### config.mk
export PLATFORM = sky130hd
export DESIGN_NAME = prng_x128p
export DESIGN_NICKNAME = d
export VERILOG_FILES = /design/src/rtl/prng_x128p_pkg.sv /design/src/rtl/xr_next_state.sv /design/src/rtl/xr_out_map.sv /design/src/rtl/xr_state_reg.sv /design/src/rtl/prng_x128p.sv
export SDC_FILE = /design/constraint.sdc
export NUM_CORES = 1
export LEC_CHECK = 0
export ABC_AREA = 1
export BUFFER_PORTS_ARGS = -buffer_cell sky130_fd_sc_hd__buf_2
export CORE_AREA = 5 5 183 185
export CTS_BUF_LIST = sky130_fd_sc_hd__clkbuf_2 sky130_fd_sc_hd__clkbuf_4 sky130_fd_sc_hd__clkbuf_8
export CTS_CLUSTER_DIAMETER = 100
export DETAILED_ROUTE_END_ITERATION = 8
export DIE_AREA = 0 0 188 190
export PLACE_DENSITY = 0.83
export SETUP_SLACK_MARGIN = 0.15
export SYNTH_ARGS = -nofsm -noshare
export SYNTH_HDL_FRONTEND = slang
export SYNTH_HIERARCHICAL = 1
export SYNTH_SLANG_ARGS = --single-unit
### constraint.sdc
create_clock -name clk -period 2.53 [get_ports clk]
set_input_delay 0.506 -clock clk [delete_from_list [all_inputs] [get_ports clk]]
set_output_delay 0.506 -clock clk [all_outputs]
set_load 0.005 [all_outputs]
### src/rtl/prng_x128p_pkg.sv
`timescale 1ns/1ps
package prng_x128p_pkg;
  localparam int unsigned WORD_BITS = 64;

  typedef enum logic [1:0] {
    MAP_FULL   = 2'b00,
    MAP_DROP0  = 2'b01,
    MAP_CARRY  = 2'b10,
    MAP_SPARE  = 2'b11
  } out_map_e;
endpackage

### src/rtl/xr_next_state.sv
`timescale 1ns/1ps
module xr_next_state #(
  parameter int unsigned W   = 64,
  parameter int unsigned ROT_A = 55,
  parameter int unsigned SHL_B = 14,
  parameter int unsigned ROT_C = 36
) (
  input  logic [W-1:0] cur_a,
  input  logic [W-1:0] cur_b,
  output logic [W-1:0] nxt_a,
  output logic [W-1:0] nxt_b
);
  logic [W-1:0] mix;
  logic [W-1:0] rot_a;
  logic [W-1:0] rot_mix;

  always_comb begin
    mix     = cur_a ^ cur_b;
    rot_a   = (cur_a << ROT_A) | (cur_a >> (W - ROT_A));
    rot_mix = (mix << ROT_C) | (mix >> (W - ROT_C));
    nxt_a   = rot_a ^ mix ^ (mix << SHL_B);
    nxt_b   = rot_mix;
  end
endmodule

### src/rtl/xr_out_map.sv
`timescale 1ns/1ps
module xr_out_map
  import prng_x128p_pkg::*;
#(
  parameter int unsigned W = 64
) (
  input  logic [W-1:0] word_a,
  input  logic [W-1:0] word_b,
  input  logic [1:0]   map_sel,
  output logic [W-1:0] mapped
);
  logic [W:0] wide_sum;

  always_comb begin
    wide_sum = {1'b0, word_a} + {1'b0, word_b};
    case (out_map_e'(map_sel))
      MAP_DROP0: mapped = {1'b0, wide_sum[W-1:1]};
      MAP_CARRY: mapped = wide_sum[W:1];
      default:   mapped = wide_sum[W-1:0];
    endcase
  end
endmodule

### src/rtl/xr_state_reg.sv
`timescale 1ns/1ps
module xr_state_reg #(
  parameter int unsigned W = 64,
  parameter logic [W-1:0] SAFE_A = 1,
  parameter logic [W-1:0] SAFE_B = 0
) (
  input  logic         clk,
  input  logic         rst,
  input  logic         load,
  input  logic [W-1:0] load_a,
  input  logic [W-1:0] load_b,
  input  logic         advance,
  input  logic [W-1:0] nxt_a,
  input  logic [W-1:0] nxt_b,
  output logic [W-1:0] st_a,
  output logic [W-1:0] st_b,
  output logic         zero_seen
);
  logic seed_is_zero;
  assign seed_is_zero = ~|{load_a, load_b};

  always_ff @(posedge clk) begin
    if (rst) begin
      st_a      <= SAFE_A;
      st_b      <= SAFE_B;
      zero_seen <= 1'b0;
    end else if (load) begin
      zero_seen <= seed_is_zero;
      if (seed_is_zero) begin
        st_a <= SAFE_A;
        st_b <= SAFE_B;
      end else begin
        st_a <= load_a;
        st_b <= load_b;
      end
    end else if (advance) begin
      st_a <= nxt_a;
      st_b <= nxt_b;
    end
  end
endmodule

### src/rtl/prng_x128p.sv
`timescale 1ns/1ps
module prng_x128p
  import prng_x128p_pkg::*;
#(
  parameter int unsigned W     = WORD_BITS,
  parameter int unsigned ROT_A = 55,
  parameter int unsigned SHL_B = 14,
  parameter int unsigned ROT_C = 36
) (
  input  logic         clk,
  input  logic         rst,
  input  logic         seed_load,
  input  logic [63:0]  seed_a,
  input  logic [63:0]  seed_b,
  input  logic         step_en,
  input  logic [1:0]   out_mode,
  output logic [63:0]  rnd_out,
  output logic         rnd_valid,
  output logic         seed_err
);
  localparam logic [W-1:0] SAFE_A = W'(1);
  localparam logic [W-1:0] SAFE_B = '0;

  logic [W-1:0] s0_q, s1_q;
  logic [W-1:0] n0, n1;
  logic [W-1:0] mapped;
  logic         do_step;

  assign do_step = step_en & ~seed_load;

  xr_state_reg #(.W(W), .SAFE_A(SAFE_A), .SAFE_B(SAFE_B)) u_state (
    .clk(clk), .rst(rst), .load(seed_load), .load_a(seed_a), .load_b(seed_b),
    .advance(do_step), .nxt_a(n0), .nxt_b(n1),
    .st_a(s0_q), .st_b(s1_q), .zero_seen(seed_err)
  );

  xr_next_state #(.W(W), .ROT_A(ROT_A), .SHL_B(SHL_B), .ROT_C(ROT_C)) u_next (
    .cur_a(s0_q), .cur_b(s1_q), .nxt_a(n0), .nxt_b(n1)
  );

  xr_out_map #(.W(W)) u_map (
    .word_a(s0_q), .word_b(s1_q), .map_sel(out_mode), .mapped(mapped)
  );

  always_ff @(posedge clk) begin
    if (rst) begin
      rnd_out   <= '0;
      rnd_valid <= 1'b0;
    end else begin
      rnd_valid <= do_step;
      if (do_step) rnd_out <= mapped;
    end
  end
endmodule

==> impl_metrics.csv <==
group,metric,value,unit
placed_design,post-place-ws,0.06413,ns
logic_synthesis,syn-instance-count,3392,
grt,number_of_global_route_vias_before_repair,19760,
final_layout,area.growth.synth_to_final,21.41,%
placed_design,buffer_ports.inserted,199,
floorplanning,dieArea,35720,um^2
clock_network,clk_latency,0.54,ns
pwr,p_per_area,503.5,nW/um^2
grt,grt_first_pass_wirelength,106700,um
final_layout,drive_above_1_share,0.2162,
timing,clock_period_minus_worst_slack,2.305,ns
setup_path,cp.arrival,2.74,ns
grt,initial_antenna_violation_count,0,
timing,maxSlewHeadroom,0.4921,
timing,worst_pin_slew,0.7571,ns
setup_path,startpoint_type,"flop",
pwr,netSwitchingFraction,0.4468,
pwr,cellLeakagePower,0.01174,uW
detailed_routing,avgViaCountPerCell,5.623,
clock_network,clkSinkCount,194,
floorplanning,floorplan.io_pins,200,
timing,fin_setup_tns,0,ns
placed_design,place.gp.congestion,1.025,
logic_synthesis,postSynthNetCount,3593,
placed_design,detailedPlacementHpwl,57130,um
floorplanning,effective_utilization_at_floorplan,0.5780,
min_path,hold_path.startpoint,"seed_b[30]",
clock_network,clk_root_buffer_cell,"sky130_fd_sc_hd__clkbuf_8",
floorplanning,die_width,188,um
final_layout,layout.nets,3832,
floorplanning,die_h,190,um
grt,gr-total-overflow,0,
pwr,total_switching_power,5032,uW
floorplanning,core_region_area,31880,um^2
timing,final.period_utilization,0.9112,
detailed_routing,post_drt_wl_per_cell,17.96,um
final_layout,design_area,22370,um^2
clock_network,clock_tree.buffer_depth,2,
timing,final.setup.worst_slack,0.2247,ns
logic_synthesis,synth_seq_area_share,0.2108,
timing,unrepaired_setup_endpoints_after_global_routing,"true",
setup_path,cp.required,2.96,ns
setup_path,critical_path.reg2reg.startpoint,"u_state/st_b[2]",
grt,maximum_number_of_pins_on_one_net_before_global_route_repair,91,
detailed_routing,detail_route.drc_violations,0,
timing,fin_skew,0.02913,ns
logic_synthesis,avgSynthCellArea,5.432,um^2
clock_network,cts.clk_slew.worst_paths,0.12,ns
clock_network,htree_num_levels,4,
logic_synthesis,netlist_area,18420,um^2
min_path,hp-class,"in2reg",
setup_path,critical_path.startpoint,"u_state/st_b[2]",
timing,hold-worst-slack,0.2396,ns
clock_network,tritoncts,"yes",
logic_synthesis,synthDistinctLibCells,39,
clock_network,post_cts_hold_buffer_count,0,
timing,max_clock_freq,0.4338,GHz
final_layout,insertedDiodeCount,0,
pwr,ir_worst_vdd,0.0003447,V
detailed_routing,drt_first_pass_iters,9,
timing,finalMaxSlewViolations,0,
logic_synthesis,synthesis.yosys.warnings,6,
placed_design,placed_area,20400,um^2
pwr,p_clk_frac,0.204,
final_layout,finish.utilization,0.7017,
pwr,share_seq_of_total_power,0.330,
setup_path,worst-r2r-setup-slack,0.22,ns
clock_network,cts_buffers,17,
timing,setup-violations-final,0,
detailed_routing,drt_wl_total,72790,um
setup_path,timing_worst_setup_path_type,"reg2reg",
grt,global_route.usage.total,0.3804,
setup_path,cp-end-kind,"flop",
floorplanning,rows,66,
flow_run,cap_violations,0,
detailed_routing,detail-route-antenna-nets,0,
setup_path,critPathMaxFanout,4,
pwr,internal-power,6229,uW
timing,timing.final.hold_violations,0,
run_status,result_of_the_run,"completed",
pwr,combPwrFrac,0.465,
logic_synthesis,synth_seq_cells,194,
detailed_routing,dr_total_vias,22790,
detailed_routing,drt_first_iter_violations,2954,
## routing by layer
metal  track usage  share of wire  vias to the layer above
li1              -              -                    11050
met1        0.5021           0.39                    10050
met2        0.5783           0.43                     1419
met3       0.05560           0.11                      267
met4        0.2535          0.076                        0
met5             0              0                        -
## synth_stat cells, drive strengths merged
| cell type | n | area share |
|---|---|---|
| nor3 | 16 | 0.0067 |
| o21bai | 4 | 0.0016 |
| o22ai | 19 | 0.0065 |
| nand3b | 8 | 0.0033 |
| xnor2 | 38 | 0.018 |
| buf | 58 | 0.018 |
| or2 | 2 | 0.00068 |
| nand2 | 1353 | 0.29 |
| o211ai | 2 | 0.00081 |
| clkbuf | 50 | 0.010 |
| clkinv | 5 | 0.0010 |
| o31a | 1 | 0.00048 |
| ha | 66 | 0.045 |
| a21oi | 44 | 0.012 |
| nand3 | 360 | 0.099 |
| nor2 | 325 | 0.069 |
| a31oi | 127 | 0.043 |
| inv | 538 | 0.11 |
| and2 | 2 | 0.00075 |
| xor2 | 34 | 0.017 |
| nand4 | 9 | 0.0031 |
| o21ai | 136 | 0.037 |
| dfxtp | 194 | 0.21 |
| fa | 1 | 0.0011 |
## cell families (layout without fill, tap and decap cells)
logic type                 count (synthesis)  count (layout)  share of synthesized area
and+or+nand+nor                         2075            2075                     0.4679
buffers and inverters                    651             903                     0.1385
AOI/OAI and AO/OA                        333             333                     0.1014
DFF                                      194             194                     0.2108
xor gates and xnor gates                  72              72                    0.03545
adders and majority gates                 67              67                    0.04591
## worst max-delay path: stages, from the launching register on
cell and delay [ns]:
sky130_fd_sc_hd__dfxtp_2 0.39, sky130_fd_sc_hd__ha_4 0.32, sky130_fd_sc_hd__nand3_2 0.12, sky130_fd_sc_hd__nor2_1 0.18
sky130_fd_sc_hd__nand2_1 0.13, sky130_fd_sc_hd__nand3_4 0.13, sky130_fd_sc_hd__nand2_1 0.06, sky130_fd_sc_hd__nand2_1 0.15
sky130_fd_sc_hd__nand3_1 0.13, sky130_fd_sc_hd__nand2_1 0.10, sky130_fd_sc_hd__nand2_1 0.08, sky130_fd_sc_hd__nand3_1 0.10
sky130_fd_sc_hd__nand2_1 0.09, sky130_fd_sc_hd__inv_1 0.06, sky130_fd_sc_hd__nand3_1 0.06, sky130_fd_sc_hd__nand2_1 0.09
sky130_fd_sc_hd__nor2_1 0.04
## final cells by class
type                    count  area (um^2)
inverters                 543         2039
well taps                 408        510.5
clock buffers              18        241.5
fillers                  2936         9508
flip-flops and latches    194         4030
clock inverters            14        171.4
repair buffers            328         2067
multi-input cells        2547        13310
## stage by stage
| stage | instances | power [uW] |
|---|---|---|
| after floorplan | 3392 | 6668 |
| after global placement | 4007 | 8227 |
| after detailed placement | 4007 | 8263 |
| after CTS | 4039 | 10560 |
| after global routing | 4052 | 11840 |
| final | 4052 | 11260 |
## sequential cells by signal, indices dropped and copies added, names as in the netlist
name,count
rnd_out,64
u_state/st_a,64
u_state/st_b,64
rnd_valid,1
u_state/zero_seen,1
## path summary, 6_finish.rpt
kind	cells after the start	to
setup reg to reg	16	rnd_out[33]
hold reg to reg	2	rnd_out[5]
hold / removal	3	u_state/st_b[30]
setup / recovery	16	rnd_out[33]
## cells in the final DEF, fill, tap and decap left out, types with 10 or more instances in the layout
cell type / count
sky130_fd_sc_hd__nand3_2: 10
sky130_fd_sc_hd__nor2_2: 34
sky130_fd_sc_hd__o22ai_1: 19
sky130_fd_sc_hd__inv_2: 57
sky130_fd_sc_hd__nor2_4: 19
sky130_fd_sc_hd__nand3_1: 345
sky130_fd_sc_hd__ha_4: 58
sky130_fd_sc_hd__dfxtp_2: 60
sky130_fd_sc_hd__dfxtp_1: 115
sky130_fd_sc_hd__a31oi_1: 127
sky130_fd_sc_hd__xor2_1: 29
sky130_fd_sc_hd__buf_4: 122
sky130_fd_sc_hd__nand2_1: 1232
sky130_fd_sc_hd__o21ai_1: 127
sky130_fd_sc_hd__xnor2_1: 38
sky130_fd_sc_hd__buf_2: 198
sky130_fd_sc_hd__dfxtp_4: 19
sky130_fd_sc_hd__nand2_2: 113
sky130_fd_sc_hd__a21oi_1: 25
sky130_fd_sc_hd__a21oi_2: 18
sky130_fd_sc_hd__inv_1: 480
sky130_fd_sc_hd__nor2_1: 272
sky130_fd_sc_hd__clkbuf_8: 17
## power by group through the flow
stage                     logic [uW]  clock network [uW]  registers (uW)
after floorplan                 3010                   0            3660
after global routing            5670                2430            3740
after CTS                       4650                2320            3600
final                           5240                2300            3720
after detailed placement        4600                   0            3660
after global placement          4570                   0            3650
## timing repair
item                                    CTS  global route
setup buffers                             0            13
cloned                                    0             0
endpoints found under the setup margin   23            51
resized for setup                        14           361
pin swaps                                 0            34
Note: power is estimated with default switching activity, not from simulation.
